## src/rtl/vtt_pkg.sv

```systemverilog
package vtt_pkg;

    localparam int DEF_CNT_W  = 12;
    localparam int PIPE_DEPTH = 2;

    typedef struct packed {
        logic de;
        logic hs;
        logic vs;
        logic fs;
    } vstage_t;

    typedef enum logic [1:0] {
        SRC_NONE  = 2'd0,
        SRC_VSYNC = 2'd1,
        SRC_BLANK = 2'd2
    } fs_src_t;

endpackage

```

## src/rtl/vtt_delay.sv

```systemverilog
module vtt_delay
    import vtt_pkg::*;
#(
    parameter int DEPTH = PIPE_DEPTH
) (
    input  logic    clk,
    input  logic    rst,
    input  vstage_t in_i,
    output vstage_t out_o
);
    localparam int WARM_W = $clog2(DEPTH + 1);

    vstage_t stg_q [DEPTH];

    generate
        for (genvar g = 0; g < DEPTH; g++) begin : g_stage
            if (g == 0) begin : g_first
                always_ff @(posedge clk) begin
                    if (rst) stg_q[0] <= '0;
                    else     stg_q[0] <= in_i;
                end
            end else begin : g_next
                always_ff @(posedge clk) begin
                    if (rst) stg_q[g] <= '0;
                    else     stg_q[g] <= stg_q[g-1];
                end
            end
        end
    endgenerate

    assign out_o = stg_q[DEPTH-1];

    logic [WARM_W-1:0] warm_q;
    always_ff @(posedge clk) begin
        if (rst)                           warm_q <= '0;
        else if (warm_q != WARM_W'(DEPTH)) warm_q <= warm_q + 1'b1;
    end

    // output equals input from two edges back once the pipe is filled
    a_r1_ctrl_delay: assert property (@(posedge clk) disable iff (rst)
        (warm_q == WARM_W'(DEPTH)) |->
            (out_o.de == $past(in_i.de, 2) && out_o.hs == $past(in_i.hs, 2)
             && out_o.vs == $past(in_i.vs, 2)));
endmodule

```

## src/rtl/vtt_measure.sv

```systemverilog
module vtt_measure #(
    parameter int CNT_W = vtt_pkg::DEF_CNT_W
) (
    input  logic             clk,
    input  logic             rst,
    input  logic             de_i,
    output logic             de_prev_o,
    output logic [CNT_W-1:0] width_o,
    output logic             blank_evt_o
);
    logic             de_q;
    logic [CNT_W-1:0] run_q;
    logic [CNT_W-1:0] width_q;
    logic [CNT_W:0]   low_q;

    always_ff @(posedge clk) begin
        if (rst) begin
            de_q    <= 1'b0;
            run_q   <= '0;
            width_q <= '0;
            low_q   <= '0;
        end else begin
            de_q <= de_i;
            if (de_i) begin
                low_q <= '0;
                if (!de_q)           run_q <= CNT_W'(1);
                else if (run_q != '1) run_q <= run_q + 1'b1;
            end else begin
                if (low_q != '1) low_q <= low_q + 1'b1;
                if (de_q)        width_q <= run_q;
            end
        end
    end

    // event on the sample that makes the low run exceed twice the line length
    assign blank_evt_o = !de_i && (width_q != '0) && (low_q == {width_q, 1'b0});
    assign width_o     = width_q;
    assign de_prev_o   = de_q;

    // width changes only on a falling data enable
    a_r2_width_hold: assert property (@(posedge clk) disable iff (rst)
        !(de_q && !de_i) |=> $stable(width_q));

    // at most one blanking event per low run
    a_r3_single_event: assert property (@(posedge clk) disable iff (rst)
        blank_evt_o |=> !blank_evt_o);
endmodule

```

## src/rtl/vtt_frame.sv

```systemverilog
module vtt_frame
    import vtt_pkg::*;
#(
    parameter int CNT_W = DEF_CNT_W
) (
    input  logic             clk,
    input  logic             rst,
    input  logic             de_i,
    input  logic             de_prev_i,
    input  logic             vs_i,
    input  logic             blank_evt_i,
    output logic             fs_o,
    output logic [CNT_W-1:0] height_o,
    output logic [CNT_W-1:0] row_o
);
    logic             vs_q;
    logic             vsp_q;
    logic             miss_q;
    logic [CNT_W-1:0] line_q;
    logic [CNT_W-1:0] height_q;
    logic [CNT_W-1:0] row_q;
    logic             vs_rise;
    logic             de_rise;
    fs_src_t          src;

    assign vs_rise = vs_i && !vs_q;
    assign de_rise = de_i && !de_prev_i;

    always_comb begin
        if (vs_rise)                    src = SRC_VSYNC;
        else if (blank_evt_i && !vsp_q) src = SRC_BLANK;
        else                            src = SRC_NONE;
    end

    assign fs_o = (src != SRC_NONE);

    always_ff @(posedge clk) begin
        if (rst) begin
            vs_q     <= 1'b0;
            vsp_q    <= 1'b0;
            miss_q   <= 1'b0;
            line_q   <= '0;
            height_q <= '0;
            row_q    <= '0;
        end else begin
            vs_q <= vs_i;
            if (vs_rise) begin
                vsp_q  <= 1'b1;
                miss_q <= 1'b0;
            end else if (blank_evt_i && vsp_q) begin
                if (miss_q) begin
                    vsp_q  <= 1'b0;
                    miss_q <= 1'b0;
                end else begin
                    miss_q <= 1'b1;
                end
            end
            if (fs_o) begin
                height_q <= line_q;
                line_q   <= de_rise ? CNT_W'(1) : '0;
            end else if (de_rise && line_q != '1) begin
                line_q <= line_q + 1'b1;
            end
            if (de_rise) row_q <= fs_o ? '0 : line_q;
        end
    end

    assign height_o = height_q;
    assign row_o    = row_q;

    // a sync edge always marks sync as present
    a_r5_sync_seen: assert property (@(posedge clk) disable iff (rst)
        vs_rise |=> vsp_q);

    // the line count restarts at a frame start
    a_r6_line_restart: assert property (@(posedge clk) disable iff (rst)
        fs_o |=> (line_q <= CNT_W'(1)));
endmodule

```

## src/rtl/vid_timing_tracker.sv

```systemverilog
module vid_timing_tracker
    import vtt_pkg::*;
#(
    parameter int CNT_W = DEF_CNT_W
) (
    input  logic             clk,
    input  logic             rst,
    input  logic             de_i,
    input  logic             hs_i,
    input  logic             vs_i,
    output logic             de_o,
    output logic             hs_o,
    output logic             vs_o,
    output logic [CNT_W-1:0] width_o,
    output logic [CNT_W-1:0] height_o,
    output logic [CNT_W-1:0] col_o,
    output logic [CNT_W-1:0] row_o,
    output logic             frame_start_o
);
    logic             de_prev;
    logic             blank_evt;
    logic             fs;
    logic [CNT_W-1:0] row_s1;
    logic [CNT_W-1:0] col_s1;
    vstage_t          stg_in;
    vstage_t          stg_out;

    vtt_measure #(.CNT_W(CNT_W)) u_measure (
        .clk        (clk),
        .rst        (rst),
        .de_i       (de_i),
        .de_prev_o  (de_prev),
        .width_o    (width_o),
        .blank_evt_o(blank_evt)
    );

    vtt_frame #(.CNT_W(CNT_W)) u_frame (
        .clk        (clk),
        .rst        (rst),
        .de_i       (de_i),
        .de_prev_i  (de_prev),
        .vs_i       (vs_i),
        .blank_evt_i(blank_evt),
        .fs_o       (fs),
        .height_o   (height_o),
        .row_o      (row_s1)
    );

    assign stg_in = '{de: de_i, hs: hs_i, vs: vs_i, fs: fs};

    vtt_delay #(.DEPTH(PIPE_DEPTH)) u_delay (
        .clk  (clk),
        .rst  (rst),
        .in_i (stg_in),
        .out_o(stg_out)
    );

    // first stage column counter, second stage output registers
    always_ff @(posedge clk) begin
        if (rst) begin
            col_s1 <= '0;
            col_o  <= '0;
            row_o  <= '0;
        end else begin
            if (de_i && de_prev && col_s1 != '1) col_s1 <= col_s1 + 1'b1;
            else if (!(de_i && de_prev))         col_s1 <= '0;
            col_o <= col_s1;
            row_o <= row_s1;
        end
    end

    assign de_o          = stg_out.de;
    assign hs_o          = stg_out.hs;
    assign vs_o          = stg_out.vs;
    assign frame_start_o = stg_out.fs;

    // each active run starts at column 0
    a_r7_col_start: assert property (@(posedge clk) disable iff (rst)
        $rose(de_o) |-> (col_o == '0));

    // columns step by one inside a run
    a_r7_col_step: assert property (@(posedge clk) disable iff (rst)
        (de_o && $past(de_o) && $past(col_o) != '1) |-> (col_o == $past(col_o) + 1'b1));

    // a line shown with the frame marker is row 0
    a_r8_row_first: assert property (@(posedge clk) disable iff (rst)
        (frame_start_o && de_o) |-> (row_o == '0));
endmodule

```

## config.mk

```make
export PLATFORM = sky130hd
export DESIGN_NAME = vid_timing_tracker
export DESIGN_NICKNAME = d
export VERILOG_FILES = /design/src/rtl/vtt_pkg.sv /design/src/rtl/vtt_delay.sv /design/src/rtl/vtt_measure.sv /design/src/rtl/vtt_frame.sv /design/src/rtl/vid_timing_tracker.sv
export SDC_FILE = /design/constraint.sdc
export NUM_CORES = 1
export LEC_CHECK = 0
export ABC_AREA = 1
export BUFFER_PORTS_ARGS = -buffer_cell sky130_fd_sc_hd__buf_2
export CAP_MARGIN = 10
export CORE_AREA = 2 2 74 129
export CTS_CLUSTER_DIAMETER = 150
export DETAILED_ROUTE_END_ITERATION = 8
export DIE_AREA = 0 0 76 131
export HOLD_SLACK_MARGIN = 0.1
export PLACE_DENSITY = 0.85
export SYNTH_ARGS = -nofsm -noshare
export SYNTH_HDL_FRONTEND = slang
export SYNTH_SLANG_ARGS = --single-unit
```

## constraint.sdc

```tcl
create_clock -name clk -period 2.25 [get_ports clk]
set_input_delay 0.45 -clock clk [delete_from_list [all_inputs] [get_ports clk]]
set_output_delay 0.45 -clock clk [all_outputs]
set_load 0.05 [all_outputs]
```

---- Yosys cells after proc, flatten, opt, wreduce, memory -nomap -nowiden ----
Memory sizes are Yosys's and may differ from the RTL's.
Cells that the tools add are included.
word-level totals
  register bits ........................... 113
  memory bits (writable) .................. 8
  bits of input ports ..................... 5
  output and inout bits ................... 52
  logic and storage cells ................. 70
  memories ................................ 1
memory list
  name           depth  bits a word  rd ports  clocked after memory_dff  write ports  line             text
  u_delay.stg_q  2      4            2         0                         2            vtt_delay.sv:13  vstage_t stg_q [DEPTH];
cells by class
  $add $sub $neg .......................... 4
  equal/unequal tests ..................... 7
  mux-type cells .......................... 19
  bitwise gates (word level) .............. 3
  reduce and logical (&&, ||, !) cells .... 23
operators with widths
  kind                   number
  $mux 12                7
  $add 12x1->12 const B  3
  $ne 12x12->1 const B   3
  $add 13x1->13 const B  1
  $eq 13x13->1           1
  $ne 13x13->1 const B   1
  $reduce_bool 12->1     1
  $logic_and 1x1->1      9
  $mux 1                 8
  $mux 4                 2
  $reduce_bool 2->1      4
  $reduce_and 2->1       3
  $logic_not 1->1        4
  $mux 2                 2
  $reduce_or 2->1        2
  $ne 2x1->1 const B     1
  $ne 2x2->1 const B     1
  $or 1x1->1             2
  $not 1->1              1

---- Logic depth before layout (Yosys ltp) ----
Gate-level depths: netlist (run 1).
  depth after elaboration ................. 8
  mapped depth ............................ 13
  mapped depth without buffers ............ 13

---- Cells and area by module ----
A second synthesis (run 1) with hierarchy kept.
unflattened totals
  cell total of the unflattened synthesis .. 744
  area total of the unflattened synthesis .. 5382.7 um2
by module, submodules not included
  module              instances  cells each  area each (um2)  sequential area each (um2)
  vtt_measure         1          336         2160.8           760.7
  vtt_frame           1          219         1675.4           780.7
  vid_timing_tracker  1          164         1315.0           720.7
  vtt_delay           1          25          231.5            160.2

---- Worst setup path after synthesis (run 1) ----
No wires, ideal clock.
  kind .................................... register to register
  from .................................... register u_measure.width_q[3], in the netlist u_measure.width_o[3]
  to ...................................... register u_frame.line_q[10]
  library setup time ...................... 0.115 ns
  arrival ................................. 1.676 ns
  data required time ...................... 2.135 ns
  path slack .............................. 0.458 ns
  cell stages (with the launch flop) ...... 12
  buffers on the path ..................... 1
  clock period less this slack ............ 1.792 ns
  path through ............................ dfxtp_1 -> inv_1 -> nand2_1 -> nand2_1 -> nor2_1 -> nand2_1 -> nor2_1 -> nand4_2 -> nand2_2 -> nor2_2 -> buf_6 -> and3_1
on the way
  cells in the longest elaborated chain, start to end .. 8
  elaborated cells on any way between the ends .. 10
  classes of those cells .................. eq/ne: 1; mux: 3; reduce/logical: 6
ends and longest elaborated chain
  element                                       line               text
  start: declaration                            vtt_measure.sv:13  logic [CNT_W-1:0] width_q;
  start signal: assignment                      vtt_measure.sv:30  if (de_q) width_q <= run_q;
  $reduce_bool 12->1                            vtt_measure.sv:36  assign blank_evt_o = !de_i && (width_q != '0) && (low_q == {width_q, 1'b0});
  $logic_and 1x1->1                             vtt_measure.sv:36
  $logic_and 1x1->1 *                           vtt_measure.sv:36
  $logic_and 1x1->1 *                           vtt_frame.sv:31    else if (blank_evt_i && !vsp_q) src = SRC_BLANK;
  $mux 2 *                                      vtt_frame.sv:31
  $mux 2 *                                      vtt_frame.sv:30    if (vs_rise) src = SRC_VSYNC;
  $reduce_bool 2->1 *                           vtt_frame.sv:35    assign fs_o = (src != SRC_NONE);
  $mux 12 or $reduce_bool 2->1 (tied branches)  --
  end signal: assignment                        vtt_frame.sv:60    line_q <= de_rise ? CNT_W'(1) : '0;
  end signal: assignment                        vtt_frame.sv:62    line_q <= line_q + 1'b1;
  end: declaration                              vtt_frame.sv:19    logic [CNT_W-1:0] line_q;
Every way passes the cells marked *; elsewhere a longest branch is shown, timed or not.
A chain may end at the register's enable or synchronous reset.

---- Worst setup path after layout (run 1) ----
  from .................................... register u_frame.line_q[1]
  to ...................................... register u_frame.line_q[10]
on the way
  cells in the longest elaborated chain, start to end .. 3
  elaborated cells on any way between the ends .. 6
  classes of those cells .................. add/sub: 1; eq/ne: 1; mux: 2; reduce/logical: 2
ends and longest elaborated chain
  element                                        line                              text
  $add 12x1->12 or $ne 12x12->1 (tied branches)  vtt_frame.sv:62, vtt_frame.sv:61
  $mux 12 or $logic_and 1x1->1 (tied branches)   vtt_frame.sv:61                   end else if (de_rise && line_q != '1) begin
  $mux 12 or $reduce_bool 2->1 (tied branches)   --
Parallel ways exist; a longest one is shown, timed or not. The select of a mux whose other input is x is not followed.

==> flow_summary.json, run 1 <==
{
  "critPathLaunch": "u_frame.line_q[1]",
  "crit_family": "simple AND/OR/NAND/NOR gates",
  "clk_pin_slew_ps": 60,
  "synth_top_cell_area_share_pct": 50.1,
  "avgSynthCellArea_um2": 7.42,
  "timing.fmax_mhz": 506,
  "cts_buffer_depth": 2,
  "die_w_um": 76,
  "layout.nets": 720,
  "areaGrowthSynthToFinish_pct": 22.1,
  "design.core.area_um2": 8920,
  "dp_hpwl_mm": 8.35,
  "viasPerCell": 5.26,
  "dieHeight_um": 131,
  "cts.sinks": 119,
  "start_util_pct": 53.3,
  "wire_per_inst_um": 14.0,
  "cts_hold_buf": 0,
  "crit_chain": "ha_1 -> nand2_1 -> nor2_2 -> nand2_1 -> nor3_2 -> nand2_1 -> nand2_2 -> inv_2 -> nand2_1 -> o21ai_0 -> and3_1",
  "gp_congestion": 0.992,
  "tightest_slew_ps": 614,
  "netlist_instances": 641,
  "die_area_um2": 9960,
  "slew_headroom_pct": 58.9,
  "ir_worst_vdd_v": 0.000592,
  "cp.buffers_inverters": 1,
  "pwr_density_cell_nw_per_um2": 903,
  "post-route-period-util_pct": 87.9,
  "synth_nets": 650,
  "grt_pass1_vias": 4460,
  "place_ws_ps": 56.3,
  "report.final.slew_viol_count": 0,
  "end_kind": "flip-flop",
  "required_ps": 2560,
  "cp-start-kind": "flip-flop",
  "status": "finished clean",
  "numCtsBuffers": 17,
  "drive_gt1_share_pct": 18.1,
  "synth.area.top_cells": "dfxtp_1 50%, nand2_1 10%, inv_1 6.9%",
  "power_uw": 5250,
  "crit_arrival_ps": 2290,
  "yosys_warnings": 0,
  "worst_path_max_delay_cell": "dfxtp_1",
  "hold_path_class": "primary input to flip-flop",
  "hold_start": "hs_i",
  "fillCellCount": 731,
  "drv_cap": 0,
  "final_cell_mix": "127 x nand2_1, 119 x dfxtp_1, 88 x inv_1",
  "drt_iter0_drc": 327,
  "grt_max_degree": 31,
  "setup-violations-final": 0,
  "wl_mm": 11.8,
  "reg2reg_slack_ps": 270,
  "cp_max_fo": 9,
  "synth_edf_count": 0,
  "top_level_ports": 57,
  "drtPass1Iterations": 5,
  "slowest_delay_ps": 430,
  "hold_viol_final": 0,
  "r2r-start": "u_frame.line_q[1]",
  "num_rows": 46,
  "track_usage_pct": 25.2,
  "cts-root-buf": "clkbuf_16",
  "clock_latency_ps": 420,
  "synth.distinct_cells": 32,
  "crit_top_cell": "nand2_1",
  "ys_seq_area_share_pct": 50.1,
  "antenna_found_initial": 0,
  "rsz0062_at_grt": "no",
  "route.vias.total": 4438,
  "fin_skew_ps": 8.97,
  "reg2reg_to": "u_frame.line_q[10]",
  "place_inst": 812,
  "cts_tree": "built",
  "netlist_area_um2": 4760,
  "final_common_cell": "nand2_1",
  "holdWs_ps": 250,
  "power.leakage_uw": 0.00250,
  "ys_ff_latch": 119,
  "synth_top_area_cell": "dfxtp_1",
  "finalSetupTns_ps": 0,
  "grt_pass1_wl_mm": 19.7,
  "grt_overflow": 0,
  "drc_errors": 0,
  "ant_nets": 0,
  "critical_path_class": "flip-flop to flip-flop",
  "worst_hold_path.endpoint": "u_delay.stg_q[0][2]",
  "async_reset_ff_share_pct": 0,
  "worstHoldPathCells": 3,
  "period_needed_ps": 1980,
  "port_buffers": 56,
  "reg2regPathDepth": 11,
  "htreeDepth": 4,
  "fin_cells": 843,
  "antenna_cells": 0,
  "synth-main-ff-cell": "dfxtp_1",
  "setup_ws_ps": 273
}
metrics by stage:
stage               util, %  cell area [µm²]
floorplan                 -             4760
global placement       58.1             5180
detailed placement     58.1             5180
CTS                    65.0             5800
global route           65.1             5810
finish                 65.1             5810
where the power goes:
group / internal (µW) / switching, µW
sequential: 2140 / 22.9
clock: 1870 / 950
combinational: 67.1 / 205
total: 4070 / 1180
state kept, by name (all words and copies together) (netlist names):
| signal | count |
|---|---|
| u_measure.run_q | 12 |
| u_frame.height_o | 12 |
| row_o | 12 |
| col_s1 | 12 |
| col_o | 12 |
| u_delay.stg_q | 7 |
| u_measure.width_o | 12 |
| u_frame.vsp_q | 1 |
| u_measure.de_prev_o | 1 |
| u_frame.miss_q | 1 |
| u_frame.line_q | 12 |
| u_frame.row_o | 12 |
| u_measure.low_q | 13 |
final cells by class:
class,count,area [µm²],area share [%]
Inverter,106,398,6.85
Sequential cell,119,2380,41.0
Tap cell,120,150,2.58
Clock inverter,13,179,3.08
Timing Repair Buffer,64,340,5.86
Multi-Input combinational cell,403,1920,33.1
Clock buffer,18,439,7.56
worst register-to-register path, cell delays in order (launching register included):
cell and delay, ps:
dfxtp_1 430, ha_1 240, nand2_1 70, nor2_2 120
nand2_1 100, nor3_2 170, nand2_1 120, nand2_2 190
inv_2 110, nand2_1 90, o21ai_0 80, and3_1 150
layer usage:
layer / part of all wire [%] / wire [µm] / track usage [%]
met5: 0 / 0 / 0
met4: 4.4 / 518 / 16.6
met3: 4.9 / 573 / 5.77
met2: 54 / 6350 / 48.4
met1: 37 / 4340 / 23.9
repair_timing:
action                     CTS  global route
gates resized for setup      0             2
setup buffers                0             0
setup endpoints to repair    0            34
how the worst max path moves through the flow:
stage | slack (ps) | cells past startpoint | end
finish | 270 | 11 | u_frame.line_q[10]
global placement | 80 | 11 | u_frame.line_q[3]
detailed placement | 60 | 9 | u_frame.line_q[3]
floorplan | 460 | 11 | u_frame.line_q[10]
global route | 100 | 10 | u_frame.line_q[4]
CTS | 60 | 11 | u_frame.line_q[3]
Yosys cell counts, drive strengths merged (4+ instances only):
library cell and instances:
nand2 134, dfxtp 119, inv 106, nor2 85
nand3 48, o21ai 47, a21oi 33, nor3 16
nand4 9, buf 8, xor2 7, a211oi 5
clkbuf 5, a31oi 4, ha 4, nor4 4
kinds of logic after synthesis:
group | synth area share [%]
adders and majority gates | 1.05
xor gates and xnor gates | 1.29
AOI/OAI and AO/OA | 10.5
and+or+nand+nor | 27.3
buffers and inverters | 9.73
DFF | 50.1
Power figures use the tool's default switching activity.
==> run 2, diff against run 1 <==
--- a/config.mk
+++ b/config.mk
@@ -5,15 +5,16 @@
 export SDC_FILE = /design/constraint.sdc
 export NUM_CORES = 1
 export LEC_CHECK = 0
-export ABC_AREA = 1
+export ABC_AREA = 0
 export BUFFER_PORTS_ARGS = -buffer_cell sky130_fd_sc_hd__buf_2
 export CAP_MARGIN = 10
 export CORE_AREA = 2 2 74 129
+export CTS_BUF_LIST = sky130_fd_sc_hd__clkbuf_16
 export CTS_CLUSTER_DIAMETER = 150
 export DETAILED_ROUTE_END_ITERATION = 8
 export DIE_AREA = 0 0 76 131
 export HOLD_SLACK_MARGIN = 0.1
-export PLACE_DENSITY = 0.85
+export PLACE_DENSITY = 0.86
 export SYNTH_ARGS = -nofsm -noshare
 export SYNTH_HDL_FRONTEND = slang
 export SYNTH_SLANG_ARGS = --single-unit
==> flow_summary.json, run 2 <==
{
  "post-route-period-util_pct": 94.0,
  "finalSetupTns_ps": 0,
  "report.final.slew_viol_count": 0,
  "num_rows": 46,
  "gp_congestion": 0.877,
  "ys_ff_latch": 119,
  "hold_path_class": "primary input to flip-flop",
  "clk_pin_slew_ps": 60,
  "cts_tree": "built",
  "port_buffers": 56,
  "layout.nets": 579,
  "regMostFlops": "u_measure.low_q",
  "cts_buffer_depth": 2,
  "synth_top_area_cell": "dfxtp_1",
  "synth-main-ff-cell": "dfxtp_1",
  "rsz0062_at_grt": "no",
  "start_util_pct": 53.9,
  "netlist_instances": 516,
  "netlist_area_um2": 4810,
  "top_level_ports": 57,
  "place_ws_ps": 196,
  "ys_seq_area_share_pct": 49.5,
  "grt_pass1_vias": 3769,
  "critical_path_class": "flip-flop to flip-flop",
  "synth_top_cell_area_share_pct": 49.5,
  "drive_gt1_share_pct": 17.8,
  "grt_pass1_wl_mm": 16.9,
  "track_usage_pct": 21.6,
  "power.leakage_uw": 0.00230,
  "dieHeight_um": 131,
  "synth.distinct_cells": 42,
  "status": "finished clean",
  "antenna_found_initial": 0,
  "largest_reg_flops": 13,
  "pwr_density_cell_nw_per_um2": 878,
  "final_common_cell": "dfxtp_1",
  "cts.sinks": 119,
  "fillCellCount": 694,
  "async_reset_ff_share_pct": 0,
  "dp_hpwl_mm": 7.19,
  "die_w_um": 76,
  "route.vias.total": 3869,
  "setup-violations-final": 0,
  "timing.fmax_mhz": 473,
  "synth_edf_count": 0,
  "yosysMostFrequentCell": "dfxtp_1",
  "grt_overflow": 0,
  "crit_arrival_ps": 2440,
  "htreeDepth": 4,
  "areaGrowthSynthToFinish_pct": 20.7,
  "end_kind": "flip-flop",
  "hold_viol_final": 0,
  "wl_mm": 10.5,
  "die_area_um2": 9960,
  "ir_worst_vdd_v": 0.000640,
  "multi_input_area_um2": 2290,
  "slew_headroom_pct": 44.9,
  "post_cts_buffers": 0,
  "avgSynthCellArea_um2": 9.32,
  "yosys_warnings": 0,
  "fin_skew_ps": 11.8,
  "drv_cap": 0,
  "required_ps": 2580,
  "ant_nets": 0,
  "grt_max_degree": 61,
  "cts-root-buf": "clkbuf_16",
  "design.core.area_um2": 8920,
  "wire_per_inst_um": 14.9,
  "viasPerCell": 5.50,
  "drt_iter0_drc": 233,
  "synth.area.top_cells": "dfxtp_1 50%, xnor2_1 4.4%, xor2_1 4.4%",
  "tightest_slew_ps": 826,
  "cp-start-kind": "flip-flop",
  "synth_common_cells": "119 x dfxtp_1, 54 x nand2_1, 38 x nor2_1",
  "ctsResizeCount": 0,
  "synth_nets": 525,
  "cp_max_fo": 13,
  "cts_hold_buf": 0,
  "layout.area.seq_um2": 2380,
  "drtPass1Iterations": 4,
  "numCtsBuffers": 17,
  "setup_ws_ps": 135,
  "period_needed_ps": 2110,
  "antenna_cells": 0,
  "clock_latency_ps": 420,
  "final_cell_mix": "119 x dfxtp_1, 56 x buf_2, 54 x nand2_1",
  "drc_errors": 0
}
run 2: changes by cell type after synthesis, sizes merged, moves of 12 or more:
cell	delta
nor2	-47
inv	-104
nand2b	+29
nor2b	+33
nand2	-80
mux2i	+17
xnor2	+24
a21oi	-16
o21ai	-46
o31ai	+12
nand3	-28
xor2	+17
run 2: layout make-up:
cell class	instances	area share (%)
flip-flops and latches	119	41.0
multi-input cells	365	39.5
repair buffers	65	6.21
inverters	2	0.129
well taps	120	2.59
clock buffers	17	7.33
clock inverters	15	3.25
run 2: kinds of logic (layout without fill, tap and decap cells):
kind of cell	Yosys count	after routing	share of synthesized area, %
AND/OR/NAND/NOR	242	242	26.7
flip-flops	119	119	49.5
AO/OA/AOI/OAI	54	54	7.67
XOR/XNOR	48	48	8.74
buffers and inverters	32	99	2.83
multiplexers	17	17	3.54
adder cells (fa/ha/maj)	4	4	1.04
run 2: worst paths after layout:
| kind | cells after the start | startpoint | slack [ps] | end |
|---|---|---|---|---|
| worst max-delay path | 5 | u_measure.width_o[2] | 140 | u_frame.height_o[11] |
| worst min-delay path | 2 | hs_i | 250 | u_delay.stg_q[0][2] |
| worst max register to register | 5 | u_measure.width_o[2] | 140 | u_frame.height_o[11] |
| worst min register to register | 1 | u_delay.stg_q[0][2] | 440 | u_delay.stg_q[1][2] |
run 2: critical path: stages (launching register included):
cell	delay [ps]
dfxtp_1	340
nor4_1	370
nand3_1	160
nand4_2	160
o31a_1	690
mux2i_1	300
run 2: layer usage:
metal | global-route usage, % | routed length [µm] | part of all wire [%] | up-vias
met5 | 0 | 0 | 0 | -
met4 | 14.3 | 410 | 3.9 | 0
met3 | 5.70 | 401 | 3.8 | 43
met2 | 40.5 | 5650 | 54 | 112
met1 | 20.7 | 4040 | 38 | 1829
li1 | - | - | - | 1885
run 2: power breakdown:
part           switching, µW  internal (µW)  total (µW)
clock network           1030           1770        2790
logic                    110           55.5         165
registers               15.4           2130        2140
run 2: per-stage QoR:
stage / hold WS (ps) / cells / util (%) / power (µW) / area [µm²]
finish: 255 / 703 / 65.1 / 5100 / 5810
global route: 270 / 703 / 65.1 / 5250 / 5810
CTS: 244 / 703 / 65.1 / 5130 / 5810
detailed placement: 427 / 671 / 58.2 / 2350 / 5190
global placement: 418 / 671 / 58.2 / 2340 / 5190
floorplan: 414 / 516 / - / 2310 / 4810
